--- config.mk ---
export PLATFORM = sky130hd
export DESIGN_NAME = tag_sysblk_ctrl
export DESIGN_NICKNAME = d
export VERILOG_FILES = /design/src/rtl/tag_sysblk_pkg.sv /design/src/rtl/tag_rst_sync.sv /design/src/rtl/tag_id_source.sv /design/src/rtl/tag_user_store.sv /design/src/rtl/tag_sys_word.sv /design/src/rtl/tag_sysblk_ctrl.sv
export SDC_FILE = /design/constraint.sdc
export NUM_CORES = 1
export LEC_CHECK = 0
export BUFFER_PORTS_ARGS = -buffer_cell sky130_fd_sc_hd__buf_2
export CELL_PAD_IN_SITES_DETAIL_PLACEMENT = 1
export CELL_PAD_IN_SITES_GLOBAL_PLACEMENT = 2
export CORE_UTILIZATION = 49
export CTS_CLUSTER_SIZE = 8
export DETAILED_ROUTE_END_ITERATION = 10
export PLACE_DENSITY_LB_ADDON = 0.1
export SYNTH_ARGS = -nofsm -noshare
export SYNTH_HDL_FRONTEND = slang
export SYNTH_SLANG_ARGS = --single-unit
--- constraint.sdc ---
create_clock -name clk_i -period 55.4 [get_ports clk_i]
set_input_delay 11.08 -clock clk_i [delete_from_list [all_inputs] [get_ports clk_i]]
set_output_delay 11.08 -clock clk_i [all_outputs]
set_load 0.01 [all_outputs]
--- src/rtl/tag_sysblk_pkg.sv ---
package tag_sysblk_pkg;
  localparam int unsigned WORD_W = 32;
  localparam int unsigned ID_W   = 8;

  typedef logic [WORD_W-1:0] word_t;
  typedef logic [ID_W-1:0]   chip_id_t;

  // One step of the identifier LFSR: shift left, feedback from taps 7,5,4,3.
  function automatic chip_id_t lfsr_advance(input chip_id_t cur);
    return {cur[ID_W-2:0], cur[7] ^ cur[5] ^ cur[4] ^ cur[3]};
  endfunction
endpackage

--- src/rtl/tag_rst_sync.sv ---
module tag_rst_sync #(
  parameter int unsigned STAGES = 2
) (
  input  logic clk_i,
  input  logic rst_ni,
  output logic rst_no
);
  logic [STAGES-1:0] sync_q;
  logic [STAGES-1:0] sync_d;

  always_comb begin
    sync_d = {sync_q[STAGES-2:0], 1'b1};
  end

  always_ff @(posedge clk_i or negedge rst_ni) begin
    if (!rst_ni) begin
      sync_q <= '0;
    end else begin
      sync_q <= sync_d;
    end
  end

  assign rst_no = sync_q[STAGES-1];
endmodule

--- src/rtl/tag_id_source.sv ---
module tag_id_source import tag_sysblk_pkg::*; #(
  parameter bit       FIXED_EN = 1'b0,
  parameter chip_id_t FIXED_ID = 8'h5A,
  parameter chip_id_t SEED     = 8'hA5
) (
  input  logic     clk_i,
  input  logic     rst_raw_ni,
  input  logic     rst_ni,
  output chip_id_t id_o
);
  generate
    if (FIXED_EN) begin : g_fixed
      assign id_o = FIXED_ID;
    end else begin : g_random
      chip_id_t lfsr_q, lfsr_d;
      chip_id_t id_q, id_d;
      logic     taken_q, taken_d;

      always_comb begin
        lfsr_d  = lfsr_advance(lfsr_q);
        id_d    = taken_q ? id_q : lfsr_q;
        taken_d = 1'b1;
      end

      // LFSR runs from the raw reset so it moves while the synchronizer holds.
      always_ff @(posedge clk_i or negedge rst_raw_ni) begin
        if (!rst_raw_ni) begin
          lfsr_q <= SEED;
        end else begin
          lfsr_q <= lfsr_d;
        end
      end

      always_ff @(posedge clk_i or negedge rst_ni) begin
        if (!rst_ni) begin
          id_q    <= SEED;
          taken_q <= 1'b0;
        end else if (!taken_q) begin
          id_q    <= id_d;
          taken_q <= taken_d;
        end
      end

      assign id_o = id_q;
    end
  endgenerate
endmodule

--- src/rtl/tag_user_store.sv ---
module tag_user_store import tag_sysblk_pkg::*; #(
  parameter int unsigned NUM_BLK = 16,
  localparam int unsigned IDX_W  = $clog2(NUM_BLK)
) (
  input  logic                      clk_i,
  input  logic                      rst_ni,
  input  logic                      we_i,
  input  logic [IDX_W-1:0]          wr_idx_i,
  input  word_t                     wr_data_i,
  input  logic [IDX_W-1:0]          rd_idx_i,
  output word_t                     rd_word_o,
  output logic [NUM_BLK*WORD_W-1:0] blk_flat_o
);
  word_t blk_q [NUM_BLK];

  generate
    for (genvar n = 0; n < NUM_BLK; n++) begin : g_blk
      logic  en;
      word_t blk_d;

      always_comb begin
        en    = we_i && (wr_idx_i == IDX_W'(n));
        blk_d = wr_data_i;
      end

      always_ff @(posedge clk_i or negedge rst_ni) begin
        if (!rst_ni) begin
          blk_q[n] <= '0;
        end else if (en) begin
          blk_q[n] <= blk_d;
        end
      end

      assign blk_flat_o[n*WORD_W +: WORD_W] = blk_q[n];
    end
  endgenerate

  assign rd_word_o = blk_q[rd_idx_i];
endmodule

--- src/rtl/tag_sys_word.sv ---
module tag_sys_word #(
  parameter int unsigned LOCK_W    = 16,
  parameter int unsigned RSVD_W    = 8,
  parameter logic [LOCK_W-1:0] LOCK_INIT = '1,
  parameter logic [RSVD_W-1:0] RSVD_INIT = '1,
  localparam int unsigned UP_W     = LOCK_W + RSVD_W
) (
  input  logic              clk_i,
  input  logic              rst_ni,
  input  logic              we_i,
  input  logic [UP_W-1:0]   wr_bits_i,
  input  logic              commit_i,
  output logic [UP_W-1:0]   upper_o,
  output logic [LOCK_W-1:0] prot_o
);
  logic [UP_W-1:0]   upper_q, upper_d;
  logic [LOCK_W-1:0] prot_q, prot_d;
  logic [LOCK_W-1:0] lock_field;

  always_comb begin
    lock_field = upper_q[UP_W-1 -: LOCK_W];
    upper_d    = upper_q & wr_bits_i;
    prot_d     = ~lock_field;
  end

  always_ff @(posedge clk_i or negedge rst_ni) begin
    if (!rst_ni) begin
      upper_q <= {LOCK_INIT, RSVD_INIT};
    end else if (we_i) begin
      upper_q <= upper_d;
    end
  end

  always_ff @(posedge clk_i or negedge rst_ni) begin
    if (!rst_ni) begin
      prot_q <= ~LOCK_INIT;
    end else if (commit_i) begin
      prot_q <= prot_d;
    end
  end

  assign upper_o = upper_q;
  assign prot_o  = prot_q;
endmodule

--- src/rtl/tag_sysblk_ctrl.sv ---
module tag_sysblk_ctrl import tag_sysblk_pkg::*; #(
  parameter int unsigned NUM_USER    = 16,
  parameter int unsigned ADDR_W      = 8,
  parameter int unsigned SYS_ADDR    = 255,
  parameter int unsigned SYNC_STAGES = 2,
  parameter bit          FIXED_ID_EN = 1'b0,
  parameter chip_id_t    FIXED_ID    = 8'h5A,
  parameter chip_id_t    LFSR_SEED   = 8'hA5,
  parameter logic [NUM_USER-1:0] LOCK_INIT = '1,
  parameter logic [WORD_W-NUM_USER-ID_W-1:0] RSVD_INIT = '1
) (
  input  logic                clk_i,
  input  logic                rst_ni,
  input  logic                wr_en_i,
  input  logic [ADDR_W-1:0]   wr_addr_i,
  input  logic [WORD_W-1:0]   wr_data_i,
  input  logic                rd_en_i,
  input  logic [ADDR_W-1:0]   rd_addr_i,
  input  logic                sel_valid_i,
  input  logic [ID_W-1:0]     sel_id_i,
  output logic [WORD_W-1:0]   rd_data_o,
  output logic                rd_valid_o,
  output logic                wr_reject_o,
  output logic [ID_W-1:0]     chip_id_o,
  output logic [NUM_USER-1:0] prot_o
);
  localparam int unsigned IDX_W  = $clog2(NUM_USER);
  localparam int unsigned RSVD_W = WORD_W - NUM_USER - ID_W;
  localparam int unsigned UP_W   = NUM_USER + RSVD_W;

  logic                       rst_n;
  chip_id_t                   chip_id;
  logic [UP_W-1:0]            sys_upper;
  logic [NUM_USER*WORD_W-1:0] blk_flat;
  word_t                      user_rd_word;

  logic wr_is_user, wr_is_sys, blk_locked;
  logic user_we, sys_we, reject_d, sel_hit;
  logic rd_is_user, rd_is_sys;
  logic [IDX_W-1:0] wr_idx, rd_idx;
  word_t rd_data_d;

  tag_rst_sync #(.STAGES(SYNC_STAGES)) u_rst (
    .clk_i  (clk_i),
    .rst_ni (rst_ni),
    .rst_no (rst_n)
  );

  tag_id_source #(
    .FIXED_EN (FIXED_ID_EN),
    .FIXED_ID (FIXED_ID),
    .SEED     (LFSR_SEED)
  ) u_id (
    .clk_i      (clk_i),
    .rst_raw_ni (rst_ni),
    .rst_ni     (rst_n),
    .id_o       (chip_id)
  );

  // Write decode and protection gate.
  always_comb begin
    wr_is_user = wr_addr_i < ADDR_W'(NUM_USER);
    wr_is_sys  = wr_addr_i == ADDR_W'(SYS_ADDR);
    wr_idx     = wr_addr_i[IDX_W-1:0];
    blk_locked = prot_o[wr_idx];
    user_we    = wr_en_i && wr_is_user && !blk_locked;
    sys_we     = wr_en_i && wr_is_sys;
    reject_d   = wr_en_i && !user_we && !sys_we;
    sel_hit    = sel_valid_i && (sel_id_i == chip_id);
  end

  tag_user_store #(.NUM_BLK(NUM_USER)) u_store (
    .clk_i      (clk_i),
    .rst_ni     (rst_n),
    .we_i       (user_we),
    .wr_idx_i   (wr_idx),
    .wr_data_i  (wr_data_i),
    .rd_idx_i   (rd_idx),
    .rd_word_o  (user_rd_word),
    .blk_flat_o (blk_flat)
  );

  tag_sys_word #(
    .LOCK_W    (NUM_USER),
    .RSVD_W    (RSVD_W),
    .LOCK_INIT (LOCK_INIT),
    .RSVD_INIT (RSVD_INIT)
  ) u_sys (
    .clk_i     (clk_i),
    .rst_ni    (rst_n),
    .we_i      (sys_we),
    .wr_bits_i (wr_data_i[WORD_W-1:ID_W]),
    .commit_i  (sel_hit),
    .upper_o   (sys_upper),
    .prot_o    (prot_o)
  );

  // Read path.
  always_comb begin
    rd_is_user = rd_addr_i < ADDR_W'(NUM_USER);
    rd_is_sys  = rd_addr_i == ADDR_W'(SYS_ADDR);
    rd_idx     = rd_addr_i[IDX_W-1:0];
    if (rd_is_user) begin
      rd_data_d = user_rd_word;
    end else if (rd_is_sys) begin
      rd_data_d = {sys_upper, chip_id};
    end else begin
      rd_data_d = '0;
    end
  end

  always_ff @(posedge clk_i or negedge rst_n) begin
    if (!rst_n) begin
      rd_data_o <= '0;
    end else if (rd_en_i) begin
      rd_data_o <= rd_data_d;
    end
  end

  always_ff @(posedge clk_i or negedge rst_n) begin
    if (!rst_n) begin
      rd_valid_o  <= 1'b0;
      wr_reject_o <= 1'b0;
    end else begin
      rd_valid_o  <= rd_en_i;
      wr_reject_o <= reject_d;
    end
  end

  assign chip_id_o = chip_id;
endmodule

==> results by group <==
Run status
  – Status: finished, final reports clean

Synth
  – Post-synthesis sequential area ratio: 0.550
  – Synth Cell Area: ~0.028 mm²
  – Post-synth ARST share: 1.00
  – YS warnings: 0
  – Top cells by count, synth: dfrtp_1, mux2_2, mux2_4, mux2i_1, mux4_2
  – Netlist cell types: 42
  – Dominant cells by area after synthesis: dfrtp_1, mux2_2, mux4_2, mux2_4, mux2i_1
  – Top_reg_cell synth: dfrtp_1
  – Area leader, netlist: dfrtp_1
  – Area share of the largest cell type after synthesis: 0.520
  – Count leader, synth: dfrtp_1
  – EDFF count, synth: 0
  – Synthesized instance count: 1816
  – #FFs+latches synth: 605
  – Mapped Avg Cell Area: 15.2 µm²

Pwr
  – Clock share of power: 0.493
  – Switch share: 0.231
  – Logic gate share of total power: 0.045
  – Internal power: between 700 and 800 µW
  – Total power: 971 µW
  – Part of the power in registers: 0.462
  – Leak: 15.5 nW
  – PD cells: about 31 mW/mm²
  – Switching power total: 224 µW
  – Max VDD drop: 19.8 µV

Timing
  – Min Clock Period, post-route: around 14000 ps
  – Max_slew headroom: 0.215
  – Setup TNS Final: 0 ps
  – RSZ-0062 raised after global routing: false
  – Setup WS post-layout: 41710 ps
  – Fmax: 0.0730 GHz
  – Pins over their slew limit: 0
  – Clock Skew: 15.1 ps
  – Worst-margin pin slew: 1180 ps
  – Final period utilization: 0.247
  – Final hold vios: 0
  – Hold_ws: 345 ps
  – Setup-failing EPs final: 0

Clock tree
  – Worst-Skew Late Latency: 610 ps
  – CTS resizes: 0
  – CTS sink count: a little over 600
  – # H-tree levels: 3
  – CTS max path bufs: 3
  – CTS Hold Bufs: 0
  – CTS tree: done
  – Post-CTS setup buffers: 0
  – Reg clk slew, reported paths: approximately 50 ps
  – TritonCTS buffer count: 85
  – CTS Root Cell: clkbuf_16

Routing
  – Wire per inst: 29.1 µm
  – Drt first pass iters: 5
  – Total number of vias: 16400
  – DRC: 0
  – Via density: 6.08
  – DRT Wirelength: between 70000 and 80000 µm
  – Antenna-violating nets left: 0
  – DR iter-0 viols: 1014

Placement
  – RePlAce Congestion: 0.742
  – Setup WS pre-CTS: 41010 ps
  – Detailed placement HPWL: roughly 42000 µm
  – Port bufs: 118

Cells and area
  – Footprint of the multi-input gates: 0.0116 mm²
  – Util after Layout: 0.562
  – Layout cells sized above 1: 0.476
  – Fillers: ~5300
  – Sequential Area: approximately 0.015 mm²
  – P&R area growth vs syn: 12.8%
  – Post-layout net count: a little under 2000

Global routing
  – GR Util All Layers: 0.287
  – Initial antenna violation count: 5
  – Largest net degree at the start of global routing: 187
  – Grt total ovfl: 0
  – Number of global-route vias before repair: 18100
  – First-pass GRT wire length: 120000 µm

Floorplan
  – DIE AREA: 0.0572 mm²
  – Die Ht: around 240 µm
  – Core Area: 0.0553 mm²
  – Top-level I/O count: between 100 and 150
  – Row cnt: between 80 and 90
  – Die width: 239 µm
  – Starting density of the core: 0.499

Worst setup path
  – Worst endpoint required time: about 56000 ps
  – Category of the most critical setup path: input pin to flop
  – CP Max Fanout: 46
  – CP max-delay cell: buf_4
  – CP startpoint kind: input pin
  – Crit path cell chain: buf_8, buf_4, buf_4, mux4_2, mux2_2, nand2_1, a311oi_1
  – Worst path most repeated cell: buf_4
  – CP max stage delay: 850 ps
  – Worst setup EP type: flop
  – Arrival @ worst endpoint: 14130 ps

Run
  – Max Cap Viol: 0

Hold path
  – Worst min path class: flop to flop
==> state kept, by name, indices dropped and copies added, names as in the netlist <==
register and flops:
rd_valid_o 1, u_store.blk_flat_o 512, u_sys.prot_o 16, u_id.g_random.lfsr_q 8, u_rst.sync_q 2, rd_data_o 32
u_id.id_o 8, u_id.g_random.taken_q 1, u_sys.upper_o 24, wr_reject_o 1
==> stage by stage <==
| stage | instance area (µm²) | std cells |
|---|---|---|
| floorplan | 27600 | 1817 |
| global placement | 28700 | 2559 |
| detailed placement | 28700 | 2559 |
| CTS | 31100 | 2700 |
| global route | 31100 | 2700 |
| finish | 31100 | 2702 |
==> critical path, delay by kind of cell <==
family	cells	cell delay, ps
buffers and inverters	3	1930
multiplexers	2	870
AO/OA/AOI/OAI	1	100
AND/OR/NAND/NOR	1	70
==> cell usage in the layout, fill, tap and decap left out, types with 3 or more instances in the layout <==
cell       count
nand4_1       10
dfrtp_1      572
inv_1         16
clkbuf_16     87
a2bb2oi_1     24
nand3_1       25
clkbuf_1      52
mux2_4       120
buf_4         37
mux2_1        17
buf_2        115
nand2_1       35
nor2_1        37
mux4_2       100
xnor2_1       10
o21a_1        24
or2_2         24
or4_2          3
a311oi_1      32
nand3b_1       3
a21oi_1       32
mux2_2       391
or3_2          3
a221oi_1       8
dfstp_2       32
o21ai_0        9
mux2i_1      105
==> layout make-up <==
type                    instances  share of cell area
diodes                          2            0.000161
clock buffers                 140              0.0767
clock inverters                 1            0.000282
inverters                      16             0.00193
multi-input cells            1035               0.374
flip-flops and latches        605               0.488
well taps                     748              0.0301
repair buffers                155              0.0292
==> metal layers <==
| metal | routed length [µm] | global-route usage |
|---|---|---|
| met5 | 34 | 0 |
| met2 | 36300 | 0.440 |
| met1 | 36600 | 0.427 |
| met3 | 4050 | 0.0477 |
| met4 | 1430 | 0.0726 |
==> cell families (layout without fill, tap and decap cells) <==
kind of cell              count (synthesis)  in the layout  share of synthesized area
other                                     1              4                   0.000136
muxes                                   733            733                      0.352
AOI/OAI and AO/OA                       130            130                     0.0347
DFF                                     605            605                      0.550
buffers and inverters                   177            312                     0.0299
xor gates and xnor gates                 11             11                    0.00349
and+or+nand+nor                         159            159                     0.0296
==> power by group through the flow <==
stage	Clock (mW)	Sequential, mW	Combinational [mW]
after floorplan	0	0.461	0.0202
after global placement	0	0.456	0.0439
after detailed placement	0	0.456	0.0447
after CTS	0.489	0.448	0.0449
after global routing	0.506	0.448	0.0482
final	0.478	0.449	0.0441
==> worst paths after layout <==
kind / from / endpoint / slack [ps] / cells past startpoint
max: rd_addr_i[0] / rd_data_o[22] / 41710 / 7
min: u_rst.sync_q[0] / u_rst.sync_q[1] / 350 / 0
max reg2reg: u_rst.sync_q[1] / u_store.blk_flat_o[91] / 51860 / 3
min reg2reg: u_rst.sync_q[0] / u_rst.sync_q[1] / 350 / 0
max in group asynchronous: rst_ni / u_id.g_random.lfsr_q[2] / 44810 / 1
min in group asynchronous: u_rst.sync_q[1] / u_id.id_o[1] / 420 / 0
Note: power is estimated with default switching activity, not from simulation.
